===== src/rtl/mrx_pkg.sv =====
package mrx_pkg;

  typedef enum logic [1:0] {
    PRE_ONES  = 2'd0,
    PRE_ZEROS = 2'd1,
    PRE_ALT10 = 2'd2,
    PRE_ALT01 = 2'd3
  } mrx_pre_e;

  // Strobes from control to datapath, all qualified by a half-bit sample.
  typedef struct packed {
    logic capH1;     // store first half of a data bit
    logic shiftBit;  // second half: shift bit in, check for violation
    logic done;      // last data half sampled
    logic setSync;   // delimiter accepted
    logic syncVal;   // sync type to record with setSync
  } mrx_strb_t;

endpackage


===== src/rtl/mrx_ctrl.sv =====
module mrx_ctrl
  import mrx_pkg::*;
#(
  parameter int OVS    = 16,
  parameter int DATA_W = 8,
  parameter int PLW    = 4
) (
  input  logic           clk,
  input  logic           rstN,
  input  logic           rxLine,
  input  logic           sfdOneBit,
  input  logic [PLW-1:0] preLen,
  input  logic [1:0]     preType,
  output mrx_strb_t      strb
);

  localparam int HALF = OVS / 2;
  localparam int QTR  = OVS / 4;
  localparam int TW   = (HALF > 1) ? $clog2(HALF) : 1;
  localparam int QW   = $clog2(QTR + 1);
  localparam int DHW  = $clog2(2 * DATA_W) + 1;
  localparam int HIW  = (PLW + 1 > DHW) ? PLW + 1 : DHW;

  typedef enum logic [1:0] {ST_IDLE, ST_PRE, ST_SFD, ST_DATA} state_e;

  state_e          state;
  logic            armed;
  logic [QW-1:0]   lowCnt;
  logic [TW-1:0]   tickCnt;
  logic [HIW-1:0]  halfIdx;
  logic            sType;

  logic            sampleNow;
  logic            preBit;
  logic            expHalf;
  logic            sfdOk;
  logic            sfdLast;
  logic            startLead;
  logic [HIW-1:0]  preLast;

  assign sampleNow = (state != ST_IDLE) && (tickCnt == '0);
  assign preLast   = HIW'({preLen, 1'b0}) - HIW'(1);
  assign startLead = (preLen != '0) &&
                     ((preType == PRE_ONES) || (preType == PRE_ALT10));
  assign sfdLast   = sfdOneBit ? (halfIdx == HIW'(1)) : (halfIdx == HIW'(5));

  always_comb begin
    unique case (preType)
      PRE_ONES:  preBit = 1'b1;
      PRE_ZEROS: preBit = 1'b0;
      PRE_ALT10: preBit = ~halfIdx[1];
      default:   preBit = halfIdx[1];
    endcase
    expHalf = halfIdx[0] ? ~preBit : preBit;

    if (sfdOneBit)              sfdOk = (rxLine == halfIdx[0]);
    else if (halfIdx == '0)     sfdOk = 1'b1;
    else if (halfIdx < HIW'(3)) sfdOk = (rxLine == sType);
    else                        sfdOk = (rxLine != sType);
  end

  always_comb begin
    strb          = '0;
    strb.capH1    = sampleNow && (state == ST_DATA) && !halfIdx[0];
    strb.shiftBit = sampleNow && (state == ST_DATA) && halfIdx[0];
    strb.done     = strb.shiftBit && (halfIdx == HIW'(2 * DATA_W - 1));
    strb.setSync  = sampleNow && (state == ST_SFD) && sfdOk && sfdLast;
    strb.syncVal  = sfdOneBit ? 1'b0 : sType;
  end

  always_ff @(posedge clk or negedge rstN) begin
    if (!rstN) begin
      state   <= ST_IDLE;
      armed   <= 1'b0;
      lowCnt  <= '0;
      tickCnt <= '0;
      halfIdx <= '0;
      sType   <= 1'b0;
    end else if (state == ST_IDLE) begin
      if (rxLine) begin
        armed  <= 1'b1;
        lowCnt <= '0;
      end else if (armed) begin
        if (lowCnt == QW'(QTR - 1)) begin
          armed   <= 1'b0;
          lowCnt  <= '0;
          tickCnt <= '0;
          if (preLen != '0) begin
            state   <= ST_PRE;
            halfIdx <= startLead ? HIW'(1) : '0;
          end else begin
            state   <= ST_SFD;
            halfIdx <= '0;
          end
        end else begin
          lowCnt <= lowCnt + QW'(1);
        end
      end
    end else begin
      tickCnt <= sampleNow ? TW'(HALF - 1) : tickCnt - TW'(1);
      if (sampleNow) begin
        unique case (state)
          ST_PRE: begin
            if (rxLine != expHalf) state <= ST_IDLE;
            else if (halfIdx == preLast) begin
              state   <= ST_SFD;
              halfIdx <= '0;
            end else halfIdx <= halfIdx + HIW'(1);
          end
          ST_SFD: begin
            if (halfIdx == '0) sType <= rxLine;
            if (!sfdOk) state <= ST_IDLE;
            else if (sfdLast) begin
              state   <= ST_DATA;
              halfIdx <= '0;
            end else halfIdx <= halfIdx + HIW'(1);
          end
          default: begin
            if (halfIdx == HIW'(2 * DATA_W - 1)) state <= ST_IDLE;
            else halfIdx <= halfIdx + HIW'(1);
          end
        endcase
      end
    end
  end

endmodule


===== src/rtl/mrx_dpath.sv =====
module mrx_dpath
  import mrx_pkg::*;
#(
  parameter int DATA_W = 8
) (
  input  logic              clk,
  input  logic              rstN,
  input  logic              rxLine,
  input  mrx_strb_t         strb,
  input  logic              rstStatus,
  input  logic              maskA,
  input  logic              maskB,
  output logic [DATA_W-1:0] rxData,
  output logic              rxCmdSync,
  output logic              rxValid,
  output logic              manErr,
  output logic              irq
);

  logic              h1;
  logic              syncReg;
  logic [DATA_W-1:0] shiftReg;
  logic [DATA_W-1:0] nextShift;

  // LSB arrives first, so new bits enter at the top and move down.
  assign nextShift = {h1, shiftReg[DATA_W-1:1]};
  assign irq       = manErr && (maskA || maskB);

  always_ff @(posedge clk or negedge rstN) begin
    if (!rstN) begin
      h1        <= 1'b0;
      syncReg   <= 1'b0;
      shiftReg  <= '0;
      rxData    <= '0;
      rxCmdSync <= 1'b0;
      rxValid   <= 1'b0;
      manErr    <= 1'b0;
    end else begin
      if (strb.capH1)    h1       <= rxLine;
      if (strb.setSync)  syncReg  <= strb.syncVal;
      if (strb.shiftBit) shiftReg <= nextShift;
      rxValid <= strb.done;
      if (strb.done) begin
        rxData    <= nextShift;
        rxCmdSync <= syncReg;
      end
      if (strb.shiftBit && (rxLine == h1)) manErr <= 1'b1;
      else if (rstStatus)                  manErr <= 1'b0;
    end
  end

endmodule


===== src/rtl/manchester_rx.sv =====
module manchester_rx
  import mrx_pkg::*;
#(
  parameter int OVS    = 16,
  parameter int DATA_W = 8,
  parameter int PLW    = 4
) (
  input  logic              clk,
  input  logic              rstN,
  input  logic              rxLine,
  input  logic              sfdOneBit,
  input  logic [PLW-1:0]    preLen,
  input  logic [1:0]        preType,
  input  logic              rstStatus,
  input  logic              maskA,
  input  logic              maskB,
  output logic [DATA_W-1:0] rxData,
  output logic              rxCmdSync,
  output logic              rxValid,
  output logic              manErr,
  output logic              irq
);

  mrx_strb_t strb;

  mrx_ctrl #(.OVS(OVS), .DATA_W(DATA_W), .PLW(PLW)) i_ctrl (
    .clk       (clk),
    .rstN      (rstN),
    .rxLine    (rxLine),
    .sfdOneBit (sfdOneBit),
    .preLen    (preLen),
    .preType   (preType),
    .strb      (strb)
  );

  mrx_dpath #(.DATA_W(DATA_W)) i_dpath (
    .clk       (clk),
    .rstN      (rstN),
    .rxLine    (rxLine),
    .strb      (strb),
    .rstStatus (rstStatus),
    .maskA     (maskA),
    .maskB     (maskB),
    .rxData    (rxData),
    .rxCmdSync (rxCmdSync),
    .rxValid   (rxValid),
    .manErr    (manErr),
    .irq       (irq)
  );

endmodule


===== config.mk =====
export PLATFORM = sky130hd
export DESIGN_NAME = manchester_rx
export DESIGN_NICKNAME = d
export VERILOG_FILES = /design/src/rtl/mrx_pkg.sv /design/src/rtl/mrx_ctrl.sv /design/src/rtl/mrx_dpath.sv /design/src/rtl/manchester_rx.sv
export SDC_FILE = /design/constraint.sdc
export NUM_CORES = 1
export LEC_CHECK = 0
export BUFFER_PORTS_ARGS = -buffer_cell sky130_fd_sc_hd__buf_2
export CAP_MARGIN = 20
export CELL_PAD_IN_SITES_DETAIL_PLACEMENT = 0
export CELL_PAD_IN_SITES_GLOBAL_PLACEMENT = 1
export CORE_ASPECT_RATIO = 0.8
export CORE_MARGIN = 5
export CORE_UTILIZATION = 35
export CTS_BUF_LIST = sky130_fd_sc_hd__clkbuf_8
export DETAILED_ROUTE_END_ITERATION = 8
export PLACE_DENSITY_LB_ADDON = 0.3
export REMOVE_ABC_BUFFERS = 1
export SETUP_SLACK_MARGIN = 0.05
export SYNTH_ARGS = -nofsm -noshare
export SYNTH_HDL_FRONTEND = slang
export SYNTH_HIERARCHICAL = 1
export SYNTH_SLANG_ARGS = --single-unit
export TNS_END_PERCENT = 20

===== constraint.sdc =====
create_clock -name clk -period 2.5 [get_ports clk]
set_input_delay 0.375 -clock clk [delete_from_list [all_inputs] [get_ports clk]]
set_output_delay 0.375 -clock clk [all_outputs]
set_load 0.02 [all_outputs]

Yosys cells after proc, flatten, opt, wreduce, memory -nomap -nowiden
Cells that the tools add are included.
- output and inout port bits: 12
- input bits: 13
- logic and storage cells: 118
- register bits after elaboration: 36
- order comparisons: 1
- add/subtract/negate cells: 4
- bitwise operators: 3
- equal/unequal tests: 23
- reductions and logical operators: 29
- mux-type cells: 45
- operators by type and width (operator ; number):
    $mux W5 ; 11
    $mux W3 ; 8
    $mux W2 ; 11
    $reduce_and A7 Y1 ; 2
    $mux W1 ; 12
    $logic_and A1 B1 Y1 ; 11
    $pmux W5 S2 ; 1
    $ne A4 B4 Y1 const B ; 2
    $reduce_bool A2 Y1 ; 4
    $reduce_bool A4 Y1 ; 2
    $eq A2 B2 Y1 const B ; 3
    $ne A3 B2 Y1 const B ; 2
    $add A5 B1 Y5 const B ; 1
    $eq A5 B1 Y1 const B ; 1
    $eq A5 B3 Y1 const B ; 1
    $eq A5 B4 Y1 const B ; 1
    $eq A5 B5 Y1 ; 1
    $logic_not A5 Y1 ; 1
    $lt A5 B2 Y1 const B ; 1
    $sub A5 B1 Y5 const B ; 1
    $eq A2 B1 Y1 const B ; 2
    $logic_not A2 Y1 ; 2
    $ne A2 B2 Y1 const B ; 2
    $ne A4 B1 Y1 const B ; 1
    other kinds (15) ; 21

Depth between registers and ports, before layout
- depth in word-level cells: 9
- depth in mapped cells: 9
- mapped depth without buffers: 8

By module
The synthesis kept the hierarchy.
- by module, submodules not included (module ; area each (µm²) ; cells each ; times used ; seq. area each (µm²)):
    mrx_ctrl ; 1377.6 ; 147 ; 1 ; 375.4
    mrx_dpath ; 814.5 ; 44 ; 1 ; 500.5

Least setup slack after synthesis
No wires, ideal clock.
- path kind: register -> register
- start point: reg i_ctrl.halfIdx[0]
- end point: reg i_dpath.syncReg
- setup time: 128 ps
- period minus slack after synthesis: 2254 ps
- setup slack: 246 ps
- cell stages (with the launch flop): 10
- arrival time: 2127 ps
- data required time: 2372 ps
- buffers on the path: 1
- path through: dfrtp_1 buf_6 inv_1 ha_1 nor4b_2 nor2_1 a221oi_2 o21ai_0 nor3_1 mux2_1
- RTL lines (item ; RTL line ; source):
    from (decl) ; mrx_ctrl.sv:30 ; logic [HIW-1:0] halfIdx;
    from (signal assigned) ; mrx_ctrl.sv:90 ; halfIdx <= startLead ? HIW'(1) : '0;
    from (signal assigned) ; mrx_ctrl.sv:108 ; end else halfIdx <= halfIdx + HIW'(1);
    from (signal assigned) ; mrx_ctrl.sv:116 ; end else halfIdx <= halfIdx + HIW'(1);
    to (signal assigned) ; mrx_dpath.sv:40 ; if (strb.setSync) syncReg <= strb.syncVal;
    to (decl) ; mrx_dpath.sv:21 ; logic syncReg;

Worst setup path in the final report
- start point: reg i_ctrl.halfIdx[0]
- end point: reg i_ctrl.halfIdx[2]
- word-level cells in the longest chain between the ends: 7
- elaborated cells between the ends (all ways): 26
- classes of those cells: add/sub (1); order compare (1); eq/ne (9); mux (13); reduce/logical (2)
- RTL lines (item):
    branches (longest 7 deep; another with $lt A5 B2 Y1)
Several ways; the timed one is not identified. The select of a mux whose other input is x is not followed.
A chain may end at the register's enable or synchronous reset.

==> flow_summary.ini <==
[power]
p_int_mw = 1.39
p_leak_nw = 1.17
swShare_pct = 40.1
clockPowerShare_pct = 19.4
p_comb_share_pct = 46.3
p_seq_share_pct = 34.4
power-per-cell-area_nw_per_um2 = 923
vdd_ir_drop_max_mv = 0.358
p_switching_mw = 0.926

[floorplanning]
die_y_um = 80.8
die_area_um2 = 7960
coreArea_um2 = 6010
start_util_pct = 36.5
die_x_um = 98.5
ios = 25
core.rowCount = 25

[worst_hold_path]
hp-class = in -> async

[setup_path]
critPathLaunchType = register
required_ns = 2.67
critical_path_buf_inv_count = 1
crit_slowest_cell = dfrtp_1
crit_type = reg -> reg
cp_top_family = compound AO/OA/AOI/OAI gates
end_kind = register
cp-startpoint = i_ctrl/halfIdx[0]
path_max_fanout = 4
arrival_ns = 2.46
critPathMaxStageDelay_ns = 0.43
timing.rr.start = i_ctrl/halfIdx[0]
path_cells = inv_1 > ha_1 > nor4b_4 > nor2_1 > a221oi_2 > nor3_2 > o31a_1 > a221o_1

[layout]
nets = 249
finalInstanceArea_um2 = 2500
multi_input_area_um2 = 1170
seqCellArea_um2 = 876
layout-drive-gt1-share_pct = 30.9
final_core_util_pct = 41.7
n_antenna_cell = 0
finalNonFillerCells = 304
area_growth_pct = 14.2
nFillCells = 584

[yosys]
synth-edff-count = 0
synth_area_um2 = 2190
synth-main-ff-cell = dfrtp_1
synthArstFlopShare_pct = 100
synth_cell_types = 48
syn_inst = 191
synth-seq-cells = 35
yosysSeqAreaShare_pct = 40.0
ys_warn_count = 6
syn_avg_cell_area_um2 = 11.5

[timing]
worst_slack_ns = 0.209
rsz0062_at_grt = no
hold_viol_final = 0
worst_slew_pin_slew_ns = 0.794
fmax_mhz = 436
finalSetupViolCount = 0
fin_crit_ns = 2.29
maxSlewViolCount = 0
skew_ns = 0.00991
period_share_pct = 91.7
relSlewSlack_pct = 47.1

[global_route]
grt_use_total_pct = 12.1
overflow = 0
grt_max_degree = 36
grt_pass1_vias = 1546
grt_pass1_wl_mm = 7.71
antenna_found_initial = 0

[placed_design]
postPlaceCellArea_um2 = 2390
dp_cells = 296
dpl_worst_slack_ns = 0.162
io_buffer_count = 24
dp_hpwl_mm = 3.31
place.gp.congestion = 0.785

[status]
outcome = finished clean

[clock_network]
ctsHtreeMaxLevel = 2
cts_root_buf = clkbuf_8
numCtsBuffers = 5
clkTransAtPathRegs_ns = 0.07
hold_buffers = 0
clock_path_buffers = 2
clock-sinks = 35
clock_latency_ns = 0.28
cts_tree = done

[detailed_routing]
vias = 1508
drc = 0
drt_iter0_drc = 75
wire_per_inst_um = 14.8
dr.pass1.iters = 4
avgViaCountPerCell = 4.96
wirelength_mm = 4.49
ant_nets = 0

[job]
max-cap-violations = 0
## power by group through the flow
| stage | Sequential [mW] | Clock (mW) | Combinational [mW] |
|---|---|---|---|
| final | 0.794 | 0.447 | 1.07 |
| after global routing | 0.813 | 0.485 | 1.22 |
| after CTS | 0.790 | 0.464 | 1.06 |
| after detailed placement | 0.799 | 0 | 1.06 |
| after global placement | 0.797 | 0 | 1.07 |
| after floorplan | 0.790 | 0 | 0.761 |
## kinds of logic (layout without fill, tap and decap cells)
kind of cell	after synthesis	after routing	share of synthesized area (%)
compound gates	38	38	13.8
buf+inv	24	56	6.91
mux	24	24	15.1
xor+xnor	12	12	4.79
simple gates	44	44	11.5
fa+ha+maj	14	14	7.99
flops	35	35	40.0
## flip-flops by register name, summed over array words and instances, names as in the netlist
register,count
i_dpath/rxData,8
i_dpath/shiftReg,7
i_ctrl/halfIdx,5
i_ctrl/lowCnt,3
i_ctrl/tickCnt,3
i_ctrl/state,2
i_ctrl/armed,1
i_ctrl/sType,1
i_dpath/h1,1
i_dpath/manErr,1
i_dpath/rxCmdSync,1
i_dpath/rxValid,1
i_dpath/syncReg,1
## synthesized netlist by cell type, types with 2 or more instances
library cell,instances,area share (%)
o21ai_0,7,1.6
mux2_4,17,12
nor3_1,6,1.4
xnor2_1,8,3.2
buf_6,6,3.1
o21a_1,2,0.68
nand2_1,6,1.0
o31a_2,2,0.91
a22o_1,3,1.2
nand4_1,2,0.57
nand3_1,7,1.6
dfrtp_1,35,40
nor4_1,2,0.57
inv_1,16,2.7
mux2i_1,3,1.4
ha_1,14,8.0
and3_1,2,0.57
a21oi_1,10,2.3
nor2_1,8,1.4
a31oi_1,2,0.57
xor2_1,4,1.6
mux2_1,3,1.5
## placed cells by master (no fill, tap or decap), types with 2 or more instances in the layout
cell,netlist,layout
buf_2,0,24
o21ai_0,7,6
clkbuf_8,0,7
nand4_1,2,2
a22o_1,3,3
nor3_1,6,6
ha_1,14,14
mux2_4,17,17
xor2_1,4,4
xnor2_1,8,8
mux2i_1,3,3
mux2_1,3,3
nor2_1,8,8
and3_1,2,2
inv_1,16,17
nand3_1,7,7
o21a_1,2,2
dfrtp_1,35,35
a31oi_1,2,2
o31a_2,2,2
nor4_1,2,2
buf_4,0,7
a21oi_1,10,10
nand2_1,6,6
## metal layers
layer  global-route usage, %  share of wire [%]  up-vias
met3                    3.00                2.8        4
met4                    3.27               0.33        0
met2                    19.4                 47       28
li1                        -                  -      737
met1                    16.6                 50      739
met5                       0                  0        -
## metrics by stage
stage	hold WS (ns)	power [mW]	TNS, ns
2_1_floorplan	0.0794	1.55	-0.250
5_1_grt	0.254	2.52	0
3_5_place_dp	0.477	1.86	0
6_report	0.179	2.31	0
4_1_cts	0.208	2.32	0
3_3_place_gp	0.475	1.86	0
## cell type report
cell class	count	share of cell area [%]
Multi-Input combinational cell	132	46.9
Sequential cell	35	35.0
Timing Repair Buffer	32	7.70
Tap cell	81	4.05
Clock buffer	7	3.85
Inverter	16	2.40
Clock inverter	1	0.150
## path summary, 6_finish.rpt
path | slack (ns) | end | cells past startpoint
worst max-delay path | 0.21 | i_ctrl/halfIdx[2] | 8
worst min-delay path | 0.18 | i_dpath/syncReg | 1
worst max register to register | 0.21 | i_ctrl/halfIdx[2] | 8
worst min register to register | 0.49 | i_ctrl/tickCnt[0] | 1
max in group asynchronous | 1.82 | i_ctrl/tickCnt[2] | 1
min in group clk | 0.37 | i_dpath/manErr | 3
## timing repair
| item | in CTS | in global routing |
|---|---|---|
| gates resized for setup | 0 | 2 |
| endpoints found under the setup margin | 0 | 3 |
| buffers inserted | 0 | 0 |
Note: power is estimated with default switching activity, not from simulation.
